[src/rtl/irqu_pkg.sv]
package irqu_pkg;
  localparam logic [6:0] OPC_CUSTOM0 = 7'b0001011;
  localparam logic [6:0] F7_GETQ     = 7'b0000000;
  localparam logic [6:0] F7_SETQ     = 7'b0000001;
  localparam logic [6:0] F7_RETIRQ   = 7'b0000010;
  localparam logic [6:0] F7_MASK     = 7'b0000011;
  localparam logic [6:0] F7_WAIT     = 7'b0000100;

  typedef enum logic [2:0] {
    OP_NONE, OP_GETQ, OP_SETQ, OP_RET, OP_MASK, OP_WAIT, OP_BAD
  } irqu_op_e;
endpackage

[src/rtl/irqu_decode.sv]
module irqu_decode
  import irqu_pkg::*;
(
  input  logic [31:0] insn,
  output irqu_op_e    op
);
  logic claimed;

  always_comb begin
    claimed = (insn[6:0] == OPC_CUSTOM0) && (insn[14:12] == 3'b000);
    op = OP_NONE;
    if (claimed) begin
      case (insn[31:25])
        F7_GETQ:   op = OP_GETQ;
        F7_SETQ:   op = OP_SETQ;
        F7_RETIRQ: op = OP_RET;
        F7_MASK:   op = OP_MASK;
        F7_WAIT:   op = OP_WAIT;
        default:   op = OP_BAD;
      endcase
    end
  end
endmodule

[src/rtl/irqu_qregs.sv]
module irqu_qregs #(
  parameter int XLEN = 32,
  parameter int NQ   = 4,
  localparam int QW  = $clog2(NQ)
) (
  input  logic            clk,
  input  logic            rst_n,
  input  logic            wr_en,
  input  logic [QW-1:0]   wr_idx,
  input  logic [XLEN-1:0] wr_data,
  input  logic            save_en,
  input  logic [XLEN-1:0] save_pc,
  input  logic [XLEN-1:0] save_bits,
  input  logic [QW-1:0]   rd_idx,
  output logic [XLEN-1:0] rd_data,
  output logic [XLEN-1:0] q0_val
);
  logic [XLEN-1:0] q_r   [NQ];
  logic [XLEN-1:0] q_nxt [NQ];
  logic            q_en  [NQ];

  for (genvar g = 0; g < NQ; g++) begin : g_q
    always_comb begin
      q_en[g]  = wr_en && (wr_idx == QW'(g));
      q_nxt[g] = wr_data;
      if (save_en && g == 0) begin
        q_en[g]  = 1'b1;
        q_nxt[g] = save_pc;
      end else if (save_en && g == 1) begin
        q_en[g]  = 1'b1;
        q_nxt[g] = save_bits;
      end
    end

    always_ff @(posedge clk or negedge rst_n) begin
      if (!rst_n)        q_r[g] <= '0;
      else if (q_en[g])  q_r[g] <= q_nxt[g];
    end
  end

  assign rd_data = q_r[rd_idx];
  assign q0_val  = q_r[0];
endmodule

[src/rtl/irqu_pending.sv]
module irqu_pending #(
  parameter int NIRQ = 32
) (
  input  logic            clk,
  input  logic            rst_n,
  input  logic [NIRQ-1:0] events,
  input  logic [NIRQ-1:0] take_bits,
  output logic [NIRQ-1:0] pend
);
  logic [NIRQ-1:0] pend_nxt;

  always_comb pend_nxt = (pend & ~take_bits) | events;

  always_ff @(posedge clk or negedge rst_n) begin
    if (!rst_n) pend <= '0;
    else        pend <= pend_nxt;
  end
endmodule

[src/rtl/irqu_unit.sv]
module irqu_unit
  import irqu_pkg::*;
#(
  parameter int          XLEN       = 32,
  parameter logic [31:0] HANDLER_PC = 32'h0000_0010
) (
  input  logic            clk,
  input  logic            rst_n,
  input  logic            insn_valid,
  input  logic [31:0]     insn,
  input  logic [XLEN-1:0] rs1_val,
  input  logic [XLEN-1:0] cur_pc,
  input  logic [XLEN-1:0] irq_lines,
  output logic            rd_we,
  output logic [XLEN-1:0] rd_data,
  output logic            stall,
  output logic            pc_redir,
  output logic [XLEN-1:0] pc_target,
  output logic            halt
);
  localparam int NQ = 4;
  localparam int QW = $clog2(NQ);
  localparam logic [XLEN-1:0] FATAL_BITS = XLEN'(3'b110);
  localparam logic [XLEN-1:0] ILL_BIT    = XLEN'(3'b010);

  irqu_op_e        op;
  logic [XLEN-1:0] mask_r, mask_nxt;
  logic            ien_r, ien_nxt;
  logic            halt_r, halt_nxt;
  logic [XLEN-1:0] pend, unmasked, take_bits, events;
  logic [XLEN-1:0] q_rd, q0_val;
  logic            live, take, exec, bad, wait_done;

  irqu_decode u_dec (.insn(insn), .op(op));

  irqu_qregs #(.XLEN(XLEN), .NQ(NQ)) u_q (
    .clk(clk), .rst_n(rst_n),
    .wr_en(exec && op == OP_SETQ), .wr_idx(insn[7 +: QW]), .wr_data(rs1_val),
    .save_en(take), .save_pc(cur_pc), .save_bits(unmasked),
    .rd_idx(insn[15 +: QW]), .rd_data(q_rd), .q0_val(q0_val)
  );

  irqu_pending #(.NIRQ(XLEN)) u_pend (
    .clk(clk), .rst_n(rst_n), .events(events), .take_bits(take_bits), .pend(pend)
  );

  always_comb begin
    live      = insn_valid && !halt_r;
    unmasked  = pend & ~mask_r;
    take      = live && ien_r && (|unmasked);
    take_bits = take ? unmasked : '0;
    exec      = live && !take;
    bad       = exec && op == OP_BAD;
    events    = irq_lines | (bad ? ILL_BIT : '0);
    wait_done = |pend;

    rd_we   = 1'b0;
    rd_data = '0;
    if (exec) begin
      case (op)
        OP_GETQ: begin rd_we = 1'b1; rd_data = q_rd;   end
        OP_MASK: begin rd_we = 1'b1; rd_data = mask_r; end
        OP_WAIT: begin rd_we = wait_done; rd_data = wait_done ? pend : '0; end
        default: ;
      endcase
    end

    stall     = halt_r || (exec && op == OP_WAIT && !wait_done);
    pc_redir  = take || (exec && op == OP_RET);
    pc_target = take ? HANDLER_PC : q0_val;

    mask_nxt = (exec && op == OP_MASK) ? rs1_val : mask_r;
    ien_nxt  = ien_r;
    if (take)                     ien_nxt = 1'b0;
    else if (exec && op == OP_RET) ien_nxt = 1'b1;
    halt_nxt = halt_r || (|(events & mask_r & FATAL_BITS));
  end

  always_ff @(posedge clk or negedge rst_n) begin
    if (!rst_n) begin
      mask_r <= '1;
      ien_r  <= 1'b1;
      halt_r <= 1'b0;
    end else begin
      mask_r <= mask_nxt;
      ien_r  <= ien_nxt;
      halt_r <= halt_nxt;
    end
  end

  assign halt = halt_r;
endmodule

[config.mk]
export PLATFORM = sky130hd
export DESIGN_NAME = irqu_unit
export DESIGN_NICKNAME = d
export VERILOG_FILES = /design/src/rtl/irqu_pkg.sv /design/src/rtl/irqu_decode.sv /design/src/rtl/irqu_qregs.sv /design/src/rtl/irqu_pending.sv /design/src/rtl/irqu_unit.sv
export SDC_FILE = /design/constraint.sdc
export NUM_CORES = 1
export LEC_CHECK = 0
export ABC_AREA = 1
export BUFFER_PORTS_ARGS = -buffer_cell sky130_fd_sc_hd__buf_2
export CORE_ASPECT_RATIO = 1.1
export CORE_MARGIN = 2
export CORE_UTILIZATION = 61
export DETAILED_ROUTE_END_ITERATION = 6
export GPL_TIMING_DRIVEN = 0
export PLACE_DENSITY = 0.86
export SLEW_MARGIN = 20
export SYNTH_ARGS = -nofsm -noshare
export SYNTH_HDL_FRONTEND = slang
export SYNTH_SLANG_ARGS = --single-unit
[constraint.sdc]
create_clock -name clk -period 3.55 [get_ports clk]
set_input_delay 0.1775 -clock clk [delete_from_list [all_inputs] [get_ports clk]]
set_output_delay 0.1775 -clock clk [all_outputs]
set_load 0.1 [all_outputs]
Word level (Yosys, flattened, before mapping)
Cells that the tools add are included.
{"block": "totals", "wordCells": 79, "inputBits": 131, "reg_bits": 194, "out_inout_bits": 68}
{"block": "classes", "n_reduce_logical": 29, "magnitude_cmp": 1, "n_eq_ne": 14, "n_mux": 19, "bitwise_logic": 8}
{"op": "$mux 32", "n": 8}
{"op": "$pmux 32 s3", "n": 1}
{"op": "$and 32x32->32", "n": 2}
{"op": "$bmux 32 s2", "n": 1}
{"op": "$not 32->32", "n": 2}
{"op": "$reduce_or 32->1", "n": 2}
{"op": "$or 32x2->32", "n": 1}
{"op": "$or 32x32->32", "n": 1}
{"op": "$logic_and 1x1->1", "n": 15}
{"op": "$pmux 3 s5", "n": 1}
{"op": "$eq 7x2->1 const B", "n": 2}
{"op": "$eq 3x3->1 const B", "n": 3}
{"op": "$eq 7x1->1 const B", "n": 1}
{"op": "$eq 7x3->1 const B", "n": 1}
{"op": "$eq 7x4->1 const B", "n": 1}
{"op": "$logic_not 7->1", "n": 1}
{"op": "$eq 3x2->1 const B", "n": 2}
{"op": "$mux 1", "n": 5}
{"op": "$eq 2x2->1 const B", "n": 2}
{"op": "$reduce_or 2->1", "n": 2}
{"op": "$and 3x3->3", "n": 1}
{"op": "$eq 3x1->1 const B", "n": 1}
{"op": "$ge 3x3->1 const B", "n": 1}
{"op": "$logic_not 1->1", "n": 3}
{"op": "other kinds (9)", "n": 11}

Depth between registers and ports, before layout
{"block": "depth", "word_depth": 12, "ltp_mapped": 15, "depth_no_buf": 14}

By module
Synthesis repeated with hierarchy kept, for this count alone.
{"block": "hier_totals", "cells_unflattened": 1722, "hier_area_um2": 11609.9}
{"mod": "irqu_qregs", "area_each_um2": 6941.7, "cells_per_inst": 968, "instances": 1, "seq_area_each_um2": 3203.1}
{"mod": "irqu_unit", "area_each_um2": 3225.6, "cells_per_inst": 557, "instances": 1, "seq_area_each_um2": 892.1}
{"mod": "irqu_pending", "area_each_um2": 1281.2, "cells_per_inst": 160, "instances": 1, "seq_area_each_um2": 800.8}
{"mod": "irqu_decode", "area_each_um2": 161.4, "cells_per_inst": 37, "instances": 1, "seq_area_each_um2": 0.0}

Worst setup path after synthesis
Ideal clock, no wire load.
{"block": "synth_timing", "path_type": "register to output", "start": "register halt_r, in the netlist halt", "end": "output stall", "slack_ns": -0.338, "stages_incl_launch_ff": 7, "t_required_ns": 3.372, "n_path_buf": 0, "arrival_time_ns": 3.711, "path_cell_list": "dfrtp_1 nor2_4 inv_1 nor2_1 nand2_4 nand2_4 o31ai_1"}
{"block": "synth_between", "elab_chain_len": 9}
{"element": "start, declared", "line_no": "irqu_unit.sv:29", "text": "logic halt_r, halt_nxt;"}
{"element": "start signal, assigned", "line_no": "irqu_unit.sv:87", "text": "halt_r <= halt_nxt;"}
{"element": "$logic_not 1->1", "line_no": "irqu_unit.sv:48", "text": "live = insn_valid && !halt_r;"}
{"element": "$logic_and 1x1->1", "line_no": "irqu_unit.sv:48"}
{"element": "$logic_and 1x1->1 (2 in series)", "line_no": "irqu_unit.sv:50", "text": "take = live && ien_r && (|unmasked);"}
{"element": "$logic_not 1->1", "line_no": "irqu_unit.sv:52", "text": "exec = live && !take;"}
{"element": "$logic_and 1x1->1", "line_no": "irqu_unit.sv:52"}
{"element": "$logic_and 1x1->1 (2 in series)", "line_no": "irqu_unit.sv:68", "text": "stall = halt_r || (exec && op == OP_WAIT && !wait_done);"}
{"element": "$logic_or 1x1->1 (*)", "line_no": "irqu_unit.sv:68"}
{"element": "end, declared", "line_no": "irqu_unit.sv:16", "text": "output logic stall,"}
Mark *: on every way between the ends. The rest lies on a longest branch, timed or not.

Worst setup path in the final report
{"block": "layout_timing", "start": "register mask_r[30]", "end": "output rd_data[20]"}
{"block": "layout_between", "elab_chain_len": 7}
{"element": "start, declared", "line_no": "irqu_unit.sv:27", "text": "logic [XLEN-1:0] mask_r, mask_nxt;"}
{"element": "start signal, assigned", "line_no": "irqu_unit.sv:85", "text": "mask_r <= mask_nxt;"}
{"element": "$not 32->32", "line_no": "irqu_unit.sv:49", "text": "unmasked = pend & ~mask_r;"}
{"element": "$and 32x32->32", "line_no": "irqu_unit.sv:49"}
{"element": "$reduce_or 32->1", "line_no": "irqu_unit.sv:50"}
{"element": "$logic_and 1x1->1", "line_no": "irqu_unit.sv:50"}
{"element": "$logic_not 1->1", "line_no": "irqu_unit.sv:52"}
{"element": "$logic_and 1x1->1", "line_no": "irqu_unit.sv:52"}
{"element": "$mux 32", "line_no": "irqu_unit.sv:59", "text": "if (exec) begin"}
{"element": "end, declared", "line_no": "irqu_unit.sv:15", "text": "output logic [XLEN-1:0] rd_data,"}
No other way between the ends.

==> impl_metrics.csv <==
group,metric,value,unit
sta,fin_crit,3.40,ns
detailed_routing,drt-vias-per-instance,5.97,
power_and_ir_drop,power.leakage,0.00651,uW
worst_setup_path,rr_worst_depth,12,
detailed_routing,drcViolationCount,1,
synthesis,synth.avg_cell_area,7.26,sq um
worst_setup_path,setup.worst_path.start,"mask_r[30]",
final_layout,area_growth,21.1,%
global_routing,met2_usage,65.7,%
status,violations,"design-rule violations",
synthesis,synth_area,10800,sq um
placement,place_area,12100,sq um
floorplanning,rows,51,
synthesis,synth_top_area_cell,"dfrtp_1",
synthesis,synth_seq_area_share,45.3,%
worst_setup_path,r2r_slack,0.96,ns
placement,io_buffers,187,
placement,place_ws,0.729,ns
synthesis,ys.warnings.count,0,
synthesis,yosysMostFrequentCell,"nand2_1",
sta,rsz0062_at_grt,"no",
sta,fin_ws,0.148,ns
clock_tree,cts_tree,"yes",
synthesis,yosys-top-cells-area,"dfrtp_1 37%, nand2_1 16%, dfstp_2 8.0%",
detailed_routing,drtPass1Iterations,7,
final_layout,nNetsFinal,1861,
hold_path,whs_path_depth,3,
synthesis,synth_nets,1619,
sta,worst_pin_slew,0.802,ns
sta,slew_headroom,46.6,%
global_routing,grt_pass1_vias,11435,
synthesis,ys_ff_latch,194,
detailed_routing,post_drt_wl_per_cell,19.1,microns
sta,fmax,0.294,GHz
status,outcome,"finished with violations",
clock_tree,cts_buffers,17,
clock_tree,clk_pin_slew,0.07,ns
detailed_routing,vias,11823,
final_layout,drive_gt1_share,20.0,%
placement,dp.cells,1915,
placement,place_hpwl,25.9,mm
floorplanning,io_pins,199,
worst_setup_path,crit_arrival,3.22,ns
sta,timing_max_transition_violations_final,0,
clock_tree,cts-root-buf,"clkbuf_16",
clock_tree,insertion_delay,0.44,ns
synthesis,async_flop_share,100,%
global_routing,grt_pass1_wl,58.2,mm
detailed_routing,drt_iter0_drc,1612,
worst_setup_path,r2r_start,"mask_r[30]",
power_and_ir_drop,design_power_total,6890,uW
hold_path,min_from,"rs1_val[5]",
worst_setup_path,start_kind,"flop",
worst_setup_path,r2r-end,"u_q.q_r[80]",
global_routing,busiest_layer,"met2",
hold_path,holdCritPathClass,"in2reg",
floorplanning,die_h,144,microns
synthesis,syn_inst,1488,
synthesis,synth_ff_type,"dfrtp_1",
worst_setup_path,worst_setup_path_end_kind,"primary output",
floorplanning,fp.dieW,131,microns
global_routing,antenna_found_initial,0,
synthesis,synth_edf_count,0,
global_routing,grt-ovfl-total,0,
global_routing,use_met3,8.34,%
global_routing,grt_usage,41.1,%
run,maxCapViolations,0,
clock_tree,clock_path_buffers,2,
power_and_ir_drop,irDropWorstVdd,0.469,mV
sta,fin_crit_sh,95.8,%
worst_setup_path,path_class,"reg2out",
power_and_ir_drop,cellPowerDensity,526,nW/um^2
floorplanning,initial_core_util,61.6,%
clock_tree,cts_sinks,194,
synthesis,ys_top_cells_by_count,"468 x nand2_1, 161 x dfrtp_1, 151 x nor2_1, 120 x inv_1, 108 x nand3_1",
detailed_routing,wirelength,37.7,mm
global_routing,grt_max_degree,83,
synthesis,yosysTopAreaCellShare,37.3,%
worst_setup_path,required,3.37,ns
clock_tree,htreeDepth,4,
sta,hold_violations,0,
global_routing,grt_use_met1,50.7,%
detailed_routing,ant_nets,0,
floorplanning,die-area,18800,sq um
sta,skew,0.00861,ns
floorplanning,core,17500,sq um
hold_path,min_to,"mask_r[5]",
placement,place.gp.congestion,0.954,
final_layout,stdcell_count,1981,
final_layout,diodes,0,
synthesis,ys_types,30,
final_layout,finalInstanceArea,13100,sq um
sta,setup_viol,0,
worst_setup_path,worstPathMaxFanout,10,
-- area by class of cell --
cell class | count | area [sq um]
repair buffers | 223 | 1340
plain buffers | 88 | 507
multi-input cells | 1078 | 4930
fillers | 1330 | 4460
inverters | 128 | 483
flip-flops and latches | 194 | 4900
well taps | 238 | 298
clock inverters | 8 | 149
clock buffers | 24 | 492
-- flip-flops by register name, indices dropped and copies added, names as in the netlist --
register / cells
ien_r: 1
u_pend.pend: 32
u_q.q0_val: 32
halt: 1
mask_r: 32
u_q.q_r: 96
-- cells in the final DEF, fill, tap and decap left out --
cell type,n
clkinv_1,1
nand2_2,2
dfrtp_1,161
nor2_4,2
nand2_1,468
a21o_1,31
clkbuf_1,32
inv_2,6
nor2_8,1
inv_4,1
buf_4,11
dlygate4sd3_1,34
clkbuf_16,17
o21ai_1,74
o31ai_2,1
clkbuf_2,1
inv_1,120
buf_8,1
o21ai_2,11
inv_8,1
buf_6,12
dfstp_2,33
buf_16,2
buf_2,221
nand3_1,108
nand3_4,3
nor3_1,4
nor2_2,5
nand4_4,2
clkinv_2,2
o21ai_0,73
clkbuf_8,4
bufinv_16,4
clkinvlp_4,1
nand4_1,38
nand2_4,4
a21oi_1,99
nor4_1,1
nor2_1,151
-- through the flow --
step	utilization [%]	setup TNS [ns]	hold slack [ns]
2_1_floorplan	-	0	-0.118
3_3_place_gp	68.6	-143.18	0.356
3_5_place_dp	69.0	0	0.0629
4_1_cts	74.6	0	0.00782
5_1_grt	74.6	0	0.0264
6_report	74.6	0	0.0130
-- cell families after synthesis --
family	after synthesis	synth area share (%)
buf+inv	216	9.16
compound gates	289	14.5
flops	194	45.3
simple gates	789	31.0
-- how the worst max path moves through the flow --
stage                     endpoint  slack [ns]  depth (start not counted)
floorplan               rd_data[0]        0.08                          9
global placement    u_q.q0_val[22]       -0.90                          1
detailed placement     rd_data[16]        0.73                         16
CTS                    rd_data[16]        0.25                         16
global route           rd_data[26]        0.07                         16
finish                 rd_data[20]        0.15                         14
-- repair_timing --
action	in CTS	in global routing
hold buffers	34	0
endpoints found under the hold margin	143	0
buffers inserted	0	0
endpoints found under the setup margin	0	0
gates resized for setup	0	0
-- layer usage --
metal	part of all wire, %	wire (microns)
met1	36	13700
met2	47	17900
met3	11	4000
met4	5.9	2230
met5	0	0
-- power by group --
part           internal (uW)  switching (uW)  total (uW)
registers               2490             173        2660
logic                    480            1600        2080
clock network           1260             882        2140
total                   4230            2660        6890
-- worst max-delay path, cell delays in order (launching register included) --
cell,delay (ns)
dfstp_2,0.54
inv_1,0.05
nand2_1,0.16
nand2_1,0.07
nor2_1,0.16
nand2_1,0.15
nor2_1,0.12
nand2_1,0.11
nand2_4,0.15
nand2_4,0.09
inv_4,0.14
o21ai_2,0.08
buf_2,0.24
a21oi_1,0.25
buf_2,0.48
(Power assumes the default switching activity.)
